File: config.mk
export PLATFORM = sky130hd
export DESIGN_NAME = wait_ready_sync
export DESIGN_NICKNAME = d
export VERILOG_FILES = /design/src/rtl/ready_sync_pkg.sv /design/src/rtl/rdy_source_qualify.sv /design/src/rtl/rdy_edge_stage.sv /design/src/rtl/rdy_stage_mux.sv /design/src/rtl/wait_ready_sync.sv
export SDC_FILE = /design/constraint.sdc
export NUM_CORES = 1
export LEC_CHECK = 0
export ABC_AREA = 1
export BUFFER_PORTS_ARGS = -buffer_cell sky130_fd_sc_hd__buf_2
export CORE_AREA = 2 2 39 41
export CTS_CLUSTER_SIZE = 40
export DETAILED_ROUTE_END_ITERATION = 8
export DIE_AREA = 0 0 41 43
export MAX_ROUTING_LAYER = met4
export PLACE_DENSITY = 0.35
export SYNTH_ARGS = -nofsm -noshare
export SYNTH_HDL_FRONTEND = slang
export SYNTH_SLANG_ARGS = --single-unit
File: constraint.sdc
create_clock -name clk -period 0.85 [get_ports clk]
set_input_delay 0.085 -clock clk [delete_from_list [all_inputs] [get_ports clk]]
set_output_delay 0.085 -clock clk [all_outputs]
set_load 0.03 [all_outputs]
File: src/rtl/ready_sync_pkg.sv
package ready_sync_pkg;

   typedef enum logic {
      MODE_TWO_STAGE = 1'b0,
      MODE_ONE_STAGE = 1'b1
   } sync_mode_e;

   localparam logic READY_NOT = 1'b0;
   localparam logic READY_YES = 1'b1;

endpackage

File: src/rtl/rdy_source_qualify.sv
module rdy_source_qualify #(
   parameter int NUM_SRC = 2
) (
   input  logic [NUM_SRC-1:0] req_i,
   input  logic [NUM_SRC-1:0] en_n_i,
   output logic               any_ok_o
);
   logic [NUM_SRC-1:0] gated;

   for (genvar g = 0; g < NUM_SRC; g++) begin : g_src
      assign gated[g] = req_i[g] & ~en_n_i[g];
   end

   assign any_ok_o = |gated;

   if (NUM_SRC < 1) begin : g_bad
      $error("rdy_source_qualify: NUM_SRC must be at least 1");
   end
endmodule

File: src/rtl/rdy_edge_stage.sv
module rdy_edge_stage #(
   parameter logic RST_VAL = 1'b0
) (
   input  logic clk,
   input  logic rst_n,
   input  logic load_i,
   input  logic d_i,
   output logic q_o
);
   always_ff @(posedge clk or negedge rst_n) begin
      if (!rst_n)      q_o <= RST_VAL;
      else if (load_i) q_o <= d_i;
   end
endmodule

File: src/rtl/rdy_stage_mux.sv
module rdy_stage_mux
   import ready_sync_pkg::*;
(
   input  logic mode_i,
   input  logic first_q_i,
   input  logic direct_i,
   output logic sel_o
);
   sync_mode_e mode;
   assign mode = sync_mode_e'(mode_i);

   always_comb begin
      unique case (mode)
         MODE_TWO_STAGE: sel_o = first_q_i;
         MODE_ONE_STAGE: sel_o = direct_i;
         default:        sel_o = READY_NOT;
      endcase
   end
endmodule

File: src/rtl/wait_ready_sync.sv
module wait_ready_sync
   import ready_sync_pkg::*;
#(
   parameter int NUM_SRC = 2
) (
   input  logic               clk,
   input  logic               rst_n,
   input  logic               proc_rise_en,
   input  logic               proc_fall_en,
   input  logic               stage_sel,
   input  logic [NUM_SRC-1:0] rdy_req,
   input  logic [NUM_SRC-1:0] rdy_en_n,
   output logic               ready_o
);
   logic qual_any;
   logic first_q;
   logic out_d;

   if (NUM_SRC < 1) begin : g_bad
      $error("wait_ready_sync: NUM_SRC must be at least 1");
   end

   rdy_source_qualify #(.NUM_SRC(NUM_SRC)) u_qual (
      .req_i    (rdy_req),
      .en_n_i   (rdy_en_n),
      .any_ok_o (qual_any)
   );

   rdy_edge_stage #(.RST_VAL(READY_NOT)) u_first (
      .clk    (clk),
      .rst_n  (rst_n),
      .load_i (proc_rise_en),
      .d_i    (qual_any),
      .q_o    (first_q)
   );

   rdy_stage_mux u_mux (
      .mode_i    (stage_sel),
      .first_q_i (first_q),
      .direct_i  (qual_any),
      .sel_o     (out_d)
   );

   rdy_edge_stage #(.RST_VAL(READY_NOT)) u_out (
      .clk    (clk),
      .rst_n  (rst_n),
      .load_i (proc_fall_en),
      .d_i    (out_d),
      .q_o    (ready_o)
   );
endmodule

==> reports/qor.txt <==
register area share after synthesis: 43.5%
fin worst setup slack: 0.0284 ns
Final Setup Violations: 0
Top Family by Delay on Critical Path: flip-flops
Worst Path Buf+Inv: 1
max_cap viols: 0
DP Area: 180 um^2
Distinct cells, synth: 7
CP max stage cell: dfrtp_1
worst slack at placement: 0.122 ns
htree depth: 1
Routed WL per cell: 6.30 um
GP Congestion: 0.594
crit path DAT: 0.74 ns
Mapped Cells: 17
Psw: 0.0000960 W
RR Startpoint: u_first.q_o
worst setup path start: u_out.q_o
dpl hpwl: 237 um
FF-to-FF setup slack: 0.13 ns
setup TNS: 0 ns
CTS Buf Count: 3
most common cell after layout, fill and taps aside: buf_2
Levels on crit path: 1
CTS sink count: 2
Pwr Total: 0.000398 W
Avg Inst Size Synth: 6.77 um^2
Clk pin slew, worst setup/hold paths: 0.03 ns
Setup crit end: ready_o
initial DRC count: 1
Initial Util: 8.32%
die height: 43 um
sequential power share: 28.4%
Worst-Skew Late Latency: 0.22 ns
period utilisation layout: 96.7%
antenna violations before repair: 0
layout cells sized above 1: 46.7%
row count: 14
n_diodes: 0
Die Width: 41 um
I/O Buffers: 9
leakage power: 0.129 nW
vias post-DR: 138
Slew headroom: 93.6%
status: complete, no violations
maximum number of pins on one net before global-route repair: 3
final net count: 41
grt ovf: 0
RSZ-0062 raised after global routing: false
register cell area after layout: 50.0 um^2
first-pass GRT wire length: 462 um
vias per inst: 3.00
Peak supply drop: 350 uV
Clock power frac: 52.0%
area delta synth->final: 90.2%
final instance area: 219 um^2
Max Fanout on Critical Path: 2
synthesized cell area: 115 um^2
power share of the combinational group: 19.6%
cell chain of the critical path: buf_6
syn_nets: 26
Multi-input gate area: 50.0 um^2
Core ar.: 0.00138 mm^2
Worst Skew: 0.00159 ns
die area: 0.00176 mm^2
fmax: 1220 MHz
highest-count cells in the layout ignoring fill and taps: buf_2 (8), nand2_1 (6), inv_1 (4), clkbuf_4 (3)
cells on worst reg2reg path: 4
gr usage total: 4.73%
DRC viols: 0
vias in the first global route: 140
filler cell count: 169
clk buf depth: 2
CTS tree: built
ANT nets after route: 0
Worst Hold Class: input pin to flop
Worst setup EP type: output pin
critical path class: flop to output pin
Synth warnings: 0
Final min period: 0.822 ns
Final Hold Violating Endpoints: 0
internal power: 0.000302 W
WL final: 290 um
clk root buf: clkbuf_4
Post-CTS Setup Inserts: 0
max incr delay on CP: 0.37 ns
worst r2r dst: u_out.q_o
Crit path required time: 0.76 ns
Sw Ratio: 24.1%
PD cells: 1820 mW/mm^2
flop and latch count out of synthesis: 2
I/O pin cnt: 10
DRT Pass-1 Iters: 2
CP startpoint kind: flop
Worst Tran Pin Value: 0.0960 ns
fin. max-slew vios: 0
[what timing repair did]
item / 4_1_cts / 5_1_grt
endpoints found under the setup margin: 1 / 0
endpoints found under the hold margin: 2 / 0
hold buffers: 1 / 0
gates resized for setup: 2 / 0
[worst min-delay path by stage]
| stage | endpoint | from | cells past startpoint | slack [ns] |
|---|---|---|---|---|
| 6_report | u_first.q_o | proc_rise_en | 2 | 0.05 |
| 2_1_floorplan | u_first.q_o | rst_n | 0 | -0.21 |
| 4_1_cts | u_first.q_o | proc_rise_en | 2 | 0.04 |
| 3_5_place_dp | u_first.q_o | rst_n | 1 | -0.12 |
| 5_1_grt | u_first.q_o | proc_rise_en | 2 | 0.07 |
| 3_3_place_gp | u_first.q_o | rst_n | 1 | -0.12 |
[Yosys cell counts (all sizes together)]
cell type | number | area [um^2]
nand2 | 7 | 28.8
inv | 4 | 15.0
dfrtp | 2 | 50.1
nor2 | 2 | 7.51
nand3 | 1 | 5.00
o21ai | 1 | 8.76
[state kept, by name (all words and copies together), names as in the netlist]
signal       count
u_out.q_o        1
u_first.q_o      1
[routing by layer]
layer,global-route usage [%],vias to the layer above,part of all wire [%]
met5,-,-,0
met4,8.00,0,0
met3,2.09,0,13
met2,5.63,5,56
met1,3.86,58,31
li1,-,75,-
[logic make-up (layout without fill, tap and decap cells)]
| family | after synthesis | count (layout) | share of synthesized area, % |
|---|---|---|---|
| AOI/OAI and AO/OA | 1 | 1 | 7.61 |
| buffers and inverters | 4 | 17 | 13.0 |
| DFF | 2 | 2 | 43.5 |
| and+or+nand+nor | 10 | 10 | 35.9 |
[layout make-up]
class | count | share of cell area [%]
Timing Repair Buffer | 10 | 28.0
Sequential cell | 2 | 22.9
Multi-Input combinational cell | 11 | 22.9
Clock buffer | 3 | 10.3
Tap cell | 16 | 9.14
Inverter | 4 | 6.86
[stage by stage]
stage / util (%) / cells / hold slack, ns
finish: 15.8 / 46 / 0.0496
floorplan: - / 17 / -0.211
CTS: 15.8 / 46 / 0.0436
detailed placement: 13.0 / 42 / -0.125
global route: 15.8 / 46 / 0.0690
global placement: 13.0 / 42 / -0.122
[power by group through the flow]
stage | sequential [W] | combinational, W | clock [W]
6_report | 0.000113 | 0.0000781 | 0.000207
5_1_grt | 0.000115 | 0.0000904 | 0.000221
4_1_cts | 0.000113 | 0.0000804 | 0.000224
3_5_place_dp | 0.000113 | 0.0000700 | 0
3_3_place_gp | 0.000114 | 0.0000687 | 0
2_1_floorplan | 0.000125 | 0.0000260 | 0
(Power assumes the default switching activity.)
